[src/rtl/useq_pkg.sv]
package useq_pkg;
  typedef enum logic [2:0] {
    SEQ_STEP    = 3'd0,
    SEQ_JUMP    = 3'd1,
    SEQ_CJUMP   = 3'd2,
    SEQ_MAP     = 3'd3,
    SEQ_CALL    = 3'd4,
    SEQ_RET     = 3'd5,
    SEQ_INDIR   = 3'd6,
    SEQ_REPLACE = 3'd7
  } seq_op_e;
endpackage

[src/rtl/useq_rstack.sv]
module useq_rstack #(
  parameter int AW    = 8,
  parameter int DEPTH = 4
) (
  input  logic          clk,
  input  logic          rst,
  input  logic          push,
  input  logic          pop,
  input  logic [AW-1:0] din,
  output logic [AW-1:0] top,
  output logic          full,
  output logic          empty
);
  localparam int CW = $clog2(DEPTH + 1);

  logic [AW-1:0] slot [DEPTH];
  logic [CW-1:0] fill;

  assign full  = (fill == CW'(DEPTH));
  assign empty = (fill == '0);

  // each entry is written when it is the next free position
  for (genvar g = 0; g < DEPTH; g++) begin : g_slot
    always_ff @(posedge clk) begin
      if (rst)
        slot[g] <= '0;
      else if (push && !full && fill == CW'(g))
        slot[g] <= din;
    end
  end

  always_ff @(posedge clk) begin
    if (rst)
      fill <= '0;
    else if (push && !full)
      fill <= fill + 1'b1;
    else if (pop && !empty)
      fill <= fill - 1'b1;
  end

  // top entry selected by occupancy; zero when empty
  always_comb begin
    top = '0;
    for (int i = 0; i < DEPTH; i++)
      if (fill == CW'(i + 1)) top = slot[i];
  end
endmodule

[src/rtl/useq_addr_sel.sv]
module useq_addr_sel
  import useq_pkg::*;
#(
  parameter int          AW      = 8,
  parameter int          OPW     = 4,
  parameter int          NFLAG   = 4,
  parameter logic [AW-1:0] IRQ_VEC = 8'hF0,
  localparam int         CSW     = $clog2(NFLAG)
) (
  input  logic             irq,
  input  seq_op_e          op,
  input  logic [AW-1:0]    pc,
  input  logic [AW-1:0]    field,
  input  logic [AW-1:0]    mask,
  input  logic [OPW-1:0]   opcode,
  input  logic [NFLAG-1:0] flags,
  input  logic [CSW-1:0]   cond_sel,
  input  logic [AW-1:0]    ind_val,
  input  logic [AW-1:0]    stk_top,
  output logic [AW-1:0]    nxt,
  output logic [AW-1:0]    ret_addr,
  output logic             push_req,
  output logic             pop_req,
  output logic             br_taken
);
  function automatic logic [AW-1:0] f_step(input logic [AW-1:0] a);
    return a + AW'(1);
  endfunction

  function automatic logic [AW-1:0] f_map(input logic [OPW-1:0] o);
    return {o, {(AW-OPW){1'b0}}};
  endfunction

  function automatic logic [AW-1:0] f_merge(input logic [AW-1:0] cur,
                                            input logic [AW-1:0] fld,
                                            input logic [AW-1:0] msk);
    return (cur & ~msk) | (fld & msk);
  endfunction

  assign ret_addr = f_step(pc);
  assign br_taken = !irq && (op == SEQ_CJUMP) && flags[cond_sel];
  assign push_req = !irq && (op == SEQ_CALL);
  assign pop_req  = !irq && (op == SEQ_RET);

  always_comb begin
    if (irq) begin
      nxt = IRQ_VEC;
    end else begin
      unique case (op)
        SEQ_STEP:    nxt = f_step(pc);
        SEQ_JUMP:    nxt = field;
        SEQ_CJUMP:   nxt = br_taken ? field : f_step(pc);
        SEQ_MAP:     nxt = f_map(opcode);
        SEQ_CALL:    nxt = field;
        SEQ_RET:     nxt = stk_top;
        SEQ_INDIR:   nxt = ind_val;
        SEQ_REPLACE: nxt = f_merge(pc, field, mask);
        default:     nxt = f_step(pc);
      endcase
    end
  end
endmodule

[src/rtl/useq_addr_gen.sv]
module useq_addr_gen
  import useq_pkg::*;
#(
  parameter int            AW      = 8,
  parameter int            OPW     = 4,
  parameter int            NFLAG   = 4,
  parameter int            DEPTH   = 4,
  parameter logic [AW-1:0] RST_VEC = 8'h00,
  parameter logic [AW-1:0] IRQ_VEC = 8'hF0,
  localparam int           CSW     = $clog2(NFLAG)
) (
  input  logic             clk,
  input  logic             rst,
  input  logic             irq,
  input  logic [OPW-1:0]   opcode,
  input  logic [NFLAG-1:0] alu_flags,
  input  logic [2:0]       seq_op,
  input  logic [CSW-1:0]   cond_sel,
  input  logic [AW-1:0]    na_field,
  input  logic [AW-1:0]    na_mask,
  input  logic             ind_wr,
  input  logic [AW-1:0]    ind_wdata,
  output logic [AW-1:0]    cs_addr,
  output logic             stk_ovf
);
  logic [AW-1:0] nxt_addr, ret_addr, stk_top, ind_reg;
  logic          do_push, do_pop, br_taken, stk_full, stk_empty;
  logic          push_drop;

  useq_addr_sel #(
    .AW(AW), .OPW(OPW), .NFLAG(NFLAG), .IRQ_VEC(IRQ_VEC)
  ) u_sel (
    .irq      (irq),
    .op       (seq_op_e'(seq_op)),
    .pc       (cs_addr),
    .field    (na_field),
    .mask     (na_mask),
    .opcode   (opcode),
    .flags    (alu_flags),
    .cond_sel (cond_sel),
    .ind_val  (ind_reg),
    .stk_top  (stk_top),
    .nxt      (nxt_addr),
    .ret_addr (ret_addr),
    .push_req (do_push),
    .pop_req  (do_pop),
    .br_taken (br_taken)
  );

  useq_rstack #(.AW(AW), .DEPTH(DEPTH)) u_stk (
    .clk   (clk),
    .rst   (rst),
    .push  (do_push),
    .pop   (do_pop),
    .din   (ret_addr),
    .top   (stk_top),
    .full  (stk_full),
    .empty (stk_empty)
  );

  // a call that meets a full stack loses its return address
  assign push_drop = do_push && stk_full;

  always_ff @(posedge clk) begin
    if (rst) cs_addr <= RST_VEC;
    else     cs_addr <= nxt_addr;
  end

  always_ff @(posedge clk) begin
    if (rst)         ind_reg <= '0;
    else if (ind_wr) ind_reg <= ind_wdata;
  end

  always_ff @(posedge clk) begin
    if (rst)            stk_ovf <= 1'b0;
    else if (push_drop) stk_ovf <= 1'b1;
  end
endmodule

[config.mk]
export PLATFORM = sky130hd
export DESIGN_NAME = useq_addr_gen
export DESIGN_NICKNAME = d
export VERILOG_FILES = /design/src/rtl/useq_pkg.sv /design/src/rtl/useq_rstack.sv /design/src/rtl/useq_addr_sel.sv /design/src/rtl/useq_addr_gen.sv
export SDC_FILE = /design/constraint.sdc
export NUM_CORES = 1
export LEC_CHECK = 0
export BUFFER_PORTS_ARGS = -buffer_cell sky130_fd_sc_hd__buf_2
export CORE_UTILIZATION = 60
export DETAILED_ROUTE_END_ITERATION = 6
export GPL_ROUTABILITY_DRIVEN = 0
export PLACE_DENSITY = 0.86
export REMOVE_ABC_BUFFERS = 1
export SETUP_SLACK_MARGIN = 0.1
export SYNTH_ARGS = -nofsm -noshare
export SYNTH_HDL_FRONTEND = slang
export SYNTH_SLANG_ARGS = --single-unit
[constraint.sdc]
create_clock -name clk -period 3.6 [get_ports clk]
set_input_delay 0.36 -clock clk [delete_from_list [all_inputs] [get_ports clk]]
set_output_delay 0.36 -clock clk [all_outputs]
set_load 0.03 [all_outputs]
======== Word-level counts from Yosys, hierarchy flattened ========
Memory sizes are Yosys's and may differ from the RTL's.
Index checks and enable logic that the tools add are counted.
storage, ports and cells
  flip-flop bits (word level) ............. 20
  bits in writable memories ............... 32
  bits of input ports ..................... 41
  word-level logic and storage cells ...... 77
  memories kept ........................... 1
operators by class
  add/sub/neg operators ................... 3
  $lt $le $gt $ge ......................... 1
  eq/ne operators ......................... 11
  multiplexer cells ....................... 29
  bitwise logic cells ..................... 8
  reduce and logical (&&, ||, !) cells .... 19
memory list
  name        depth  bits a word  rd ports  clocked after memory_dff  write ports  RTL line           RTL
  u_stk.slot  4      8            4         0                         4            useq_rstack.sv:16  logic [AW-1:0] slot [DEPTH];
operator list
  operator                                                    count
  2-to-1 mux 8 bit                                            10
  case mux 8 bit (7 select lines)                             1
  AND 8 bit                                                   2
  equality test 3 bit, second input constant                  5
  2-to-1 mux 1 bit                                            15
  equality test 3 x 2 -> 1 bit, second input constant         4
  logical AND 1 bit                                           11
  adder 8 x 1 -> 8 bit, second input constant                 1
  inverter 8 bit                                              1
  bitwise OR 8 bit                                            1
  equality test 3 x 1 -> 1 bit, second input constant         2
  zero test 3 bit                                             2
  2-to-1 mux 3 bit                                            2
  bitwise OR 1 bit                                            4
  OR reduction 2 bit                                          2
  adder 3 x 1 -> 3 bit, second input constant                 1
  zero test 1 bit                                             3
  less-than comparator 2 x 3 -> 1 bit, second input constant  1
  subtractor 3 x 1 -> 3 bit, second input constant            1
  binary-select mux 1 bit (select 2 bit)                      1
  nonzero test 2 bit                                          1

======== Longest topological paths before layout ========
Gate-level depths: netlist of the first run.
  depth in word-level cells ............... 8
  mapped depth ............................ 8

======== Hierarchy ========
A second synthesis of the first run with hierarchy kept.
unflattened totals
  cells, all modules ...................... 322
  area total of the unflattened synthesis .. 3091.7 um2
by module, submodules not included
  module         times used  cells an instance  area each (um2)  seq. area each (um2)
  useq_rstack    1           172                1878.1           1021.0
  useq_addr_sel  1           105                683.2            0.0
  useq_addr_gen  1           45                 530.5            340.3

======== Least setup slack after synthesis of the first run ========
OpenSTA, ideal clock, no wires.
  path kind ............................... reg-to-reg
  start ................................... register u_stk.fill[2]
  end ..................................... register cs_addr[2]
  arrival ................................. 1.732 ns
  path slack .............................. 1.772 ns
  cell stages (with the launch flop) ...... 8
  buffers on the path ..................... 0
  period minus slack after synthesis ...... 1.828 ns
  cell sequence ........................... dfxtp_1 inv_1 ha_1 nor4b_2 nand2_1 a21oi_1 a211oi_1 a221oi_1
between the ends
  word-level cells in the longest chain between the ends .. 6
ends and longest elaborated chain
  what                               RTL line             RTL
  start, declared                    useq_rstack.sv:17    logic [CW-1:0] fill;
  start signal, assigned             useq_rstack.sv:36    fill <= fill + 1'b1;
  start signal, assigned             useq_rstack.sv:38    fill <= fill - 1'b1;
  equality test 3 x 1 -> 1 bit       useq_rstack.sv:45    if (fill == CW'(i + 1)) top = slot[i];
  2-to-1 mux 8 bit (3 in series)     useq_rstack.sv:45
  2-to-1 mux 8 bit *                 useq_rstack.sv:45
  case mux 8 bit (7 select lines) *  useq_addr_sel.sv:49  unique case (op)
  end signal, assigned               useq_addr_gen.sv:66  else cs_addr <= nxt_addr;
  end, declared                      useq_addr_gen.sv:23  output logic [AW-1:0] cs_addr,
Every way passes the cells marked *; elsewhere a longest branch is shown, timed or not.
A chain may end at the register's enable or synchronous reset.

======== Worst setup path in the final report of the first run ========
Same ends and word-level chain as after synthesis.

==> flow_results.org, run 1 <==
** Synthesis
- Counting flops with an async set or reset pin after synthesis yields a share of 0.
- Post-Synthesis Cell Area :: 0.00290 sq mm
- Synthesis Warnings :: 0
- Combinational family with the most area after synthesis :: compound AO/OA/AOI/OAI gates
- Fraction of synthesized cell area in xor and xnor cells :: 0.0212
- Post-synthesis mux area share :: 0.0643
- In this run the mean area of a mapped cell was 9.60 sq um.
- Of the total synthesized cell area, the portion taken by AND, OR, NAND and NOR gates is 0.185.
- Number of enable-type register cells in the synthesized netlist :: 32
- Of the total synthesized cell area, the portion taken by full adders, half adders and majority gates is 0.0371.
- Top_reg_cell synth :: sky130_fd_sc_hd__edfxtp_1
- Yosys mapped the design onto 49 distinct sky130hd cell types.
- Post-Syn Instances :: 302
- After synthesis the netlist holds a flip-flop and latch count of 52.
- The share of the Yosys chip area taken by registers is 0.470.
- Compound-gate portion of the synthesized area :: 0.190

** Timing
- Worst relative slew slack :: 0.617
- Final Max Slew Viols :: 0
- At the pin with the least slew margin, the transition time is 0.573 ns.
- Setup violations remaining at the end of the flow were counted as 0.
- Summed over all failing endpoints, the final setup total negative slack is 0 ns.
- In the post-route analysis, the smallest setup slack over all paths is 1.25 ns.
- Based on the critical path, the design can be clocked at up to 0.426 GHz.
- Of the available clock period, the critical path in the final layout requires 0.652.
- Tmin final :: 2.35 ns
- The final hold violation count is 0.
- Clock skew :: 0.00988 ns
- Unrepaired setup endpoints after global routing :: no

** Clock tree
- Post-cts gate resize count :: 0
- Clock latency reported for the late side of the worst-skew pair :: 0.31 ns
- Postcts setup bufs :: 0
- CTS placed an instance of sky130_fd_sc_hd__clkbuf_8 at the clock tree root.
- CTS saw 52 sinks.
- The number of hold buffers added after CTS was 0.
- Clock-pin slew was measured on the worst setup and hold paths at 0.10 ns.
- The H-tree was split into 2 levels.
- Counting along the longest clock path gives a buffer depth of 2.
- Number of buffers inserted during clock tree synthesis :: 5
- TritonCTS built the clock tree.

** Final layout
- Once layout is done, the placed cells without fillers occupy 0.00324 sq mm.
- Filler Cell Count :: 334
- Area Growth Syn to Fin :: 11.8%
- The repair_antennas step left the layout with diodes totalling 0.
- The net count of the finished layout is 392.
- Ratio of cells with drive above 1 in the final layout :: 0.197
- Registers take 0.00136 sq mm.
- Final core utilization :: 0.719
- Number of flip-flops in the largest register :: 32
- The multi-input combinational cells in the finished layout cover a total of 0.00144 sq mm.

** Routing
- Number of nets still failing antenna checks after routing :: 0
- Drt via density :: 6.28
- The first TritonRoute pass finished after 4 iterations.
- After detailed routing, the number of remaining DRC violations is 0.
- Post-detailed-routing wire length :: 6960 um
- Number of DRC violations after detailed-routing iteration 0 :: 235
- After detailed routing, the average wire length per cell comes to 17.5 um.
- Across all layers, the routed design uses 2494 vias.

** Global route
- Global routing finished with a remaining overflow of 0.
- Entering global routing, the biggest net connects 23 pins.
- The first global-routing pass estimated 11600 um of wire.
- Across every metal layer, demand over resource in global routing totals 0.297.
- Number of global-route vias before repair :: 2432
- Antenna violations before repair :: 0

** Critical path
- Counting both buffers and inverters, the worst setup path holds a total of 1.
- Type of the setup path with the least slack :: flop to flop
- The kind of cell with the highest combined delay along the critical path is simple AND/OR/NAND/NOR gates.
- Critical-path cell list :: inv_1 > ha_1 > nor4b_2 > nand2_1 > a21oi_1 > a211oi_1 > a221oi_1
- At the worst endpoint, the required time is 3.82 ns.
- Critical path endpoint category :: flop
- The slowest stage of the critical path belongs to the cell sky130_fd_sc_hd__nor4b_2.
- Worst Setup Start Kind :: flop
- Largest fanout on the critical path :: 13
- Peak per-stage delay on the critical path :: 0.61 ns
- Data arrival time of the critical path :: 2.57 ns

** Die
- The initial utilization of the core area, before any placement, comes to 0.643.
- 50 I/O pins were placed.
- The die covers 0.00511 sq mm.
- Core Area :: 0.00450 sq mm
- Measured along the x axis, the die boundary spans 71.5 um.
- After floorplanning, the core was divided into 24 placement rows.
- The die is 71.5 um tall.

** Placed design
- Setup WS pre-CTS :: 1.32 ns
- Cell area reported after detailed placement :: 0.00315 sq mm
- Total of buffers placed on input and output ports :: 49
- Detailed placer's ending HPWL :: 5190 um

** Pwr
- Power Total :: 1.20 mW
- Across the VDD grid, the largest voltage drop is 0.326 mV.
- Power density over the cells :: 369 mW/mm^2
- For this design the static power due to leakage is 1.27 nW.

** Worst hold path
- Hold WC Path Type :: input pin to flop

** Run
- Reported max-cap violation count :: 0

** Status
- The flow ran to the end, and the final reports show no timing, DRC or antenna violations.
==> layout by cell type, fill, tap and decap left out, types with 3 or more instances in the layout <==
cell type,instances
sky130_fd_sc_hd__or2_0,5
sky130_fd_sc_hd__dfxtp_1,20
sky130_fd_sc_hd__clkbuf_8,5
sky130_fd_sc_hd__and3_1,3
sky130_fd_sc_hd__o22ai_1,3
sky130_fd_sc_hd__mux2_2,4
sky130_fd_sc_hd__ha_1,7
sky130_fd_sc_hd__xor2_1,4
sky130_fd_sc_hd__edfxtp_1,32
sky130_fd_sc_hd__a22o_1,4
sky130_fd_sc_hd__o21ai_1,3
sky130_fd_sc_hd__nand3_1,7
sky130_fd_sc_hd__a31oi_1,6
sky130_fd_sc_hd__a21oi_1,15
sky130_fd_sc_hd__nand2_1,27
sky130_fd_sc_hd__xnor2_1,3
sky130_fd_sc_hd__nor2b_1,4
sky130_fd_sc_hd__a22oi_1,3
sky130_fd_sc_hd__a211oi_1,3
sky130_fd_sc_hd__mux2i_1,13
sky130_fd_sc_hd__a21o_1,5
sky130_fd_sc_hd__buf_2,49
sky130_fd_sc_hd__a221o_1,4
sky130_fd_sc_hd__a221oi_1,9
sky130_fd_sc_hd__nor2_1,59
sky130_fd_sc_hd__inv_1,9
sky130_fd_sc_hd__o21ai_0,9
==> kinds of logic (layout without fill, tap and decap cells) <==
kind of cell               count (synthesis)  after routing
adders and majority gates                  9              9
xor gates and xnor gates                   7              7
AOI/OAI and AO/OA                         76             76
muxes                                     18             18
buffers and inverters                     23             66
DFF                                       52             52
and+or+nand+nor                          117            117
==> tightest hold or removal path: stages <==
cell,delay (ns)
sky130_fd_sc_hd__buf_2,0.07
sky130_fd_sc_hd__mux2i_1,0.05
sky130_fd_sc_hd__nor2_1,0.07
==> routing by layer <==
metal  part of all wire  track usage  vias up
met3              0.065       0.0366       14
li1                   -            -     1191
met5                  0            0        -
met4              0.020        0.102        0
met2               0.49        0.496      101
met1               0.43        0.402     1188
==> power by group <==
part           internal, mW  total [mW]  switching, mW
clock                 0.144       0.357          0.214
combinational        0.0642       0.165          0.101
sequential            0.655       0.673         0.0175
total                 0.863        1.20          0.332
==> path summary, 6_finish.rpt <==
check / cells past startpoint / slack (ns) / endpoint / startpoint
worst max-delay path: 7 / 1.25 / cs_addr[2] / u_stk.fill[2]
worst max register to register: 7 / 1.25 / cs_addr[2] / u_stk.fill[2]
worst min register to register: 2 / 0.49 / stk_ovf / stk_ovf
worst min-delay path: 3 / 0.28 / ind_reg[5] / ind_wdata[5]
==> through the flow <==
stage               hold WS, ns  std cells
floorplan                 0.429        288
global placement          0.445        389
detailed placement        0.468        389
CTS                       0.285        397
global route              0.306        397
finish                    0.281        397
==> cells in the mapped netlist (all sizes together) (4+ instances only) <==
| library cell | number | share of area |
|---|---|---|
| nor2 | 60 | 0.079 |
| edfxtp | 32 | 0.33 |
| nand2 | 27 | 0.035 |
| dfxtp | 20 | 0.14 |
| a21oi | 15 | 0.026 |
| mux2i | 13 | 0.045 |
| o21ai | 12 | 0.021 |
| a221oi | 9 | 0.027 |
| inv | 9 | 0.012 |
| buf | 8 | 0.014 |
| ha | 7 | 0.030 |
| nand3 | 7 | 0.012 |
| a31oi | 6 | 0.013 |
| clkbuf | 6 | 0.0078 |
| a21o | 5 | 0.013 |
| mux2 | 5 | 0.019 |
| or2 | 5 | 0.011 |
| a221o | 4 | 0.014 |
| a22o | 4 | 0.012 |
| nor2b | 4 | 0.0086 |
| xor2 | 4 | 0.012 |
==> cell type report <==
cell class              instances  area share
clock buffers                   5      0.0212
inverters                       9      0.0104
well taps                      52      0.0201
clock inverters                 3     0.00811
flip-flops and latches         52       0.420
multi-input cells             227       0.444
repair buffers                 49      0.0757
(Power assumes the default switching activity.)
==> inputs of run 2 (changes only) <==
- CORE_UTILIZATION: 60 -> 51
- PLACE_DENSITY: 0.86 -> 0.78
- clock period: 3.6 -> 2.15 ns (I/O delays scaled with it)
==> flow_results.org, run 2 (synthesized netlist as in run 1, its figures left out) <==
** Status
- Status :: finished, final reports clean

** Clock tree
- Number of buffers inserted during clock tree synthesis :: 5 (unchanged)
- Master cell of the clock root buffer :: sky130_fd_sc_hd__clkbuf_8
- The maximum buffer depth of the clock tree came to 2 (unchanged).
- The TritonCTS sink count is 52 (unchanged).
- Post-CTS Hold Buffers :: 0 (unchanged)
- The number of H-tree branching levels is 2 (unchanged).
- TritonCTS clock tree :: built
- Clock latency reported for the late side of the worst-skew pair :: 0.31 ns (about the same)
- Reg clk slew, reported paths :: 0.10 ns (about the same)

** Critical path
- Critical path endpoint category :: flop
- Worst Reg-to-Reg Cells :: 8 (+1)
- Largest fanout on the critical path :: 7 (-6)
- The critical path ends at cs_addr[7].
- STA classifies the critical path startpoint as a flop.
- Tracing the worst setup path back leads to its startpoint at u_stk.fill[2].
- Type of the setup path with the least slack :: flop to flop
- The register-to-register setup slack is 0.23 ns (-1.02 ns).
- The worst path required time is 2.34 ns (-1.48 ns).
- Destination of the worst register-to-register timing path :: cs_addr[7]
- Startpoint of the most critical register-to-register path :: u_stk.fill[2]
- The data arrival time of the critical path is 2.10 ns (-0.47 ns).

** Timing
- The smallest hold slack came to 0.141 ns (-0.140 ns).
- Final Max Slew Viols :: 0 (unchanged)
- The number of setup violations in the final report came to 0 (unchanged).
- The normalized max-slew margin is 0.590 (-0.0274).
- The slew at the pin with the worst max-slew slack is 0.611 ns (+0.0382 ns).
- The final hold violation count is 0 (unchanged).
- Clock skew :: 0.00939 ns (-0.000488 ns)
- Achievable frequency :: 0.522 GHz (+23%)
- The aggregate negative setup slack came to 0 ns (unchanged).
- The final clock period utilization by the worst path was 0.891 (+0.239).
- The final critical delay including setup and external delays came to 1.92 ns (-0.432 ns).
- Setup repair after global routing could not meet its margin everywhere.

** Final layout
- The end-of-flow core utilization is 0.616 (-0.104).
- Top library cells by usage in the layout, fill and taps aside :: sky130_fd_sc_hd__nor2_1, sky130_fd_sc_hd__buf_2, sky130_fd_sc_hd__edfxtp_1
- Final nets :: 402 (+2.6%)
- The library cell used most frequently in the layout, excluding fill and tap cells, is sky130_fd_sc_hd__nor2_1.
- The number of flip-flops under the largest register name was 32 (unchanged).
- N_diodes :: 0 (unchanged)
- The share of final-layout standard cells stronger than drive strength 1 was 0.239 (+0.0423).
- Area Growth Syn to Fin :: 17.0%

** Placed design
- The post-detailed-placement half-perimeter wirelength was 5470 um (+5.3%).
- The count of buffers inserted at the top-level ports is 49 (unchanged).

** Pwr
- The areal power density over the cells is 624 mW/mm^2 (+69%).
- Total leakage power :: 1.33 nW (+4.3%)
- Worst IR Drop VDD :: 0.500 mV (+54%)
- The total chip power is 2.12 mW (+77%).

** Global route
- The global routing usage on met3 is 0.0494 (+0.0128).
- Total congestion overflow after global routing :: 0 (unchanged)
- Pin count of the biggest net entering global routing :: 22 (-4.3%)
- The met2 track utilization from global routing was 0.412 (-0.0839).
- The global-route total usage across every layer came to 0.265 (-0.0316).
- The number of global-route vias before repair is 2470 (+1.6%).
- Antenna violations before repair :: 0 (unchanged)
- The met1 global-route usage was 0.367 (-0.0348).
- First-pass GRT wire length :: 12300 um (+5.7%)
- Global-route layer with the greatest usage :: met2

** Routing
- Drt pass-1 iters :: 5 (+1)
- The total wirelength of the detailed-routed design was 7280 um (+4.6%).
- Average wire length per cell after detail routing :: 17.0 um (-2.7%)
- Via count :: 2551 (+2.3%)
- Number of nets still failing antenna checks after routing :: 0 (unchanged)
- Residual DRC count :: 0 (unchanged)
- Number of DRC violations after detailed-routing iteration 0 :: 186 (-21%)
- Drt via density :: 5.97 (-4.9%)

** Die
- Initial core utilization :: 0.526 (-0.117)
- Core Area :: 0.00551 sq mm (+22%)
- Standard-cell row count :: 27 (+13%)
- Die Y-Extent :: 77.4 um (+8.2%)
- X dimension of the die :: 77.4 um (+8.2%)
- The area of the die was 0.00599 sq mm (+17%).
- I/O pin count :: 50 (unchanged)

** Run
- Reported max-cap violation count :: 0 (unchanged)

** Worst hold path
- Hold WC Path Type :: input pin to flop
## run 2: changes by cell type in the layout (fill, tap and decap cells not counted), sizes merged
cell,previous run,this run
clkbuf,5,6
inv,11,10
bufinv,0,1
buf,49,59
clkinv,1,0
## run 2: final cells by class
| class | instances | area (sq um) |
|---|---|---|
| multi-input cells | 227 | 1470 |
| inverters | 9 | 33.8 |
| flip-flops and latches | 52 | 1360 |
| repair buffers | 59 | 320 |
| clock inverters | 2 | 38.8 |
| well taps | 72 | 90.1 |
| clock buffers | 6 | 72.6 |
| fillers | 462 | 2120 |
## run 2: worst min path at each step
| stage | depth (start not counted) | endpoint | startpoint | slack [ns] |
|---|---|---|---|---|
| after floorplan | 1 | cs_addr[6] | rst | 0.28 |
| after global placement | 3 | ind_reg[1] | ind_wdata[1] | 0.45 |
| after detailed placement | 2 | stk_ovf | stk_ovf | 0.46 |
| after CTS | 3 | ind_reg[0] | ind_wdata[0] | 0.14 |
| after global routing | 3 | ind_reg[1] | ind_wdata[1] | 0.14 |
| final | 3 | ind_reg[0] | ind_wdata[0] | 0.14 |
## run 2: repair_timing
item,4_1_cts,5_1_grt
gates resized for setup,2,8
setup buffers,0,1
setup endpoints to repair,2,20
pin swaps,0,1
## run 2: critical path: stages, from the launching register on
cell	delay [ns]
sky130_fd_sc_hd__dfxtp_2	0.38
sky130_fd_sc_hd__inv_1	0.17
sky130_fd_sc_hd__ha_2	0.29
sky130_fd_sc_hd__nor3b_4	0.07
sky130_fd_sc_hd__buf_4	0.15
sky130_fd_sc_hd__a221oi_1	0.25
sky130_fd_sc_hd__a21oi_1	0.13
sky130_fd_sc_hd__a211oi_1	0.23
sky130_fd_sc_hd__a31oi_1	0.11
## run 2: per-stage QoR
stage,instances,cell area [sq um],setup slack [ns]
after global placement,418,3240,0.203
after global routing,427,3390,0.0958
after floorplan,288,2840,0.216
after CTS,426,3360,0.136
after detailed placement,418,3240,0.0790
final,427,3390,0.234
## run 2: power breakdown
group          internal [mW]  leakage, nW  switching (mW)
clock network          0.353       0.0558           0.344
logic                  0.119        0.773           0.179
registers               1.10        0.496          0.0256
total                   1.57         1.33           0.548
## run 2: routing by layer
layer  vias up  part of all wire  wire (um)
met4         0             0.022        159
met1      1218              0.43       3100
met5         -                 0          0
met2       108              0.48       3510
met3        17             0.070        506
li1       1208                 -          -
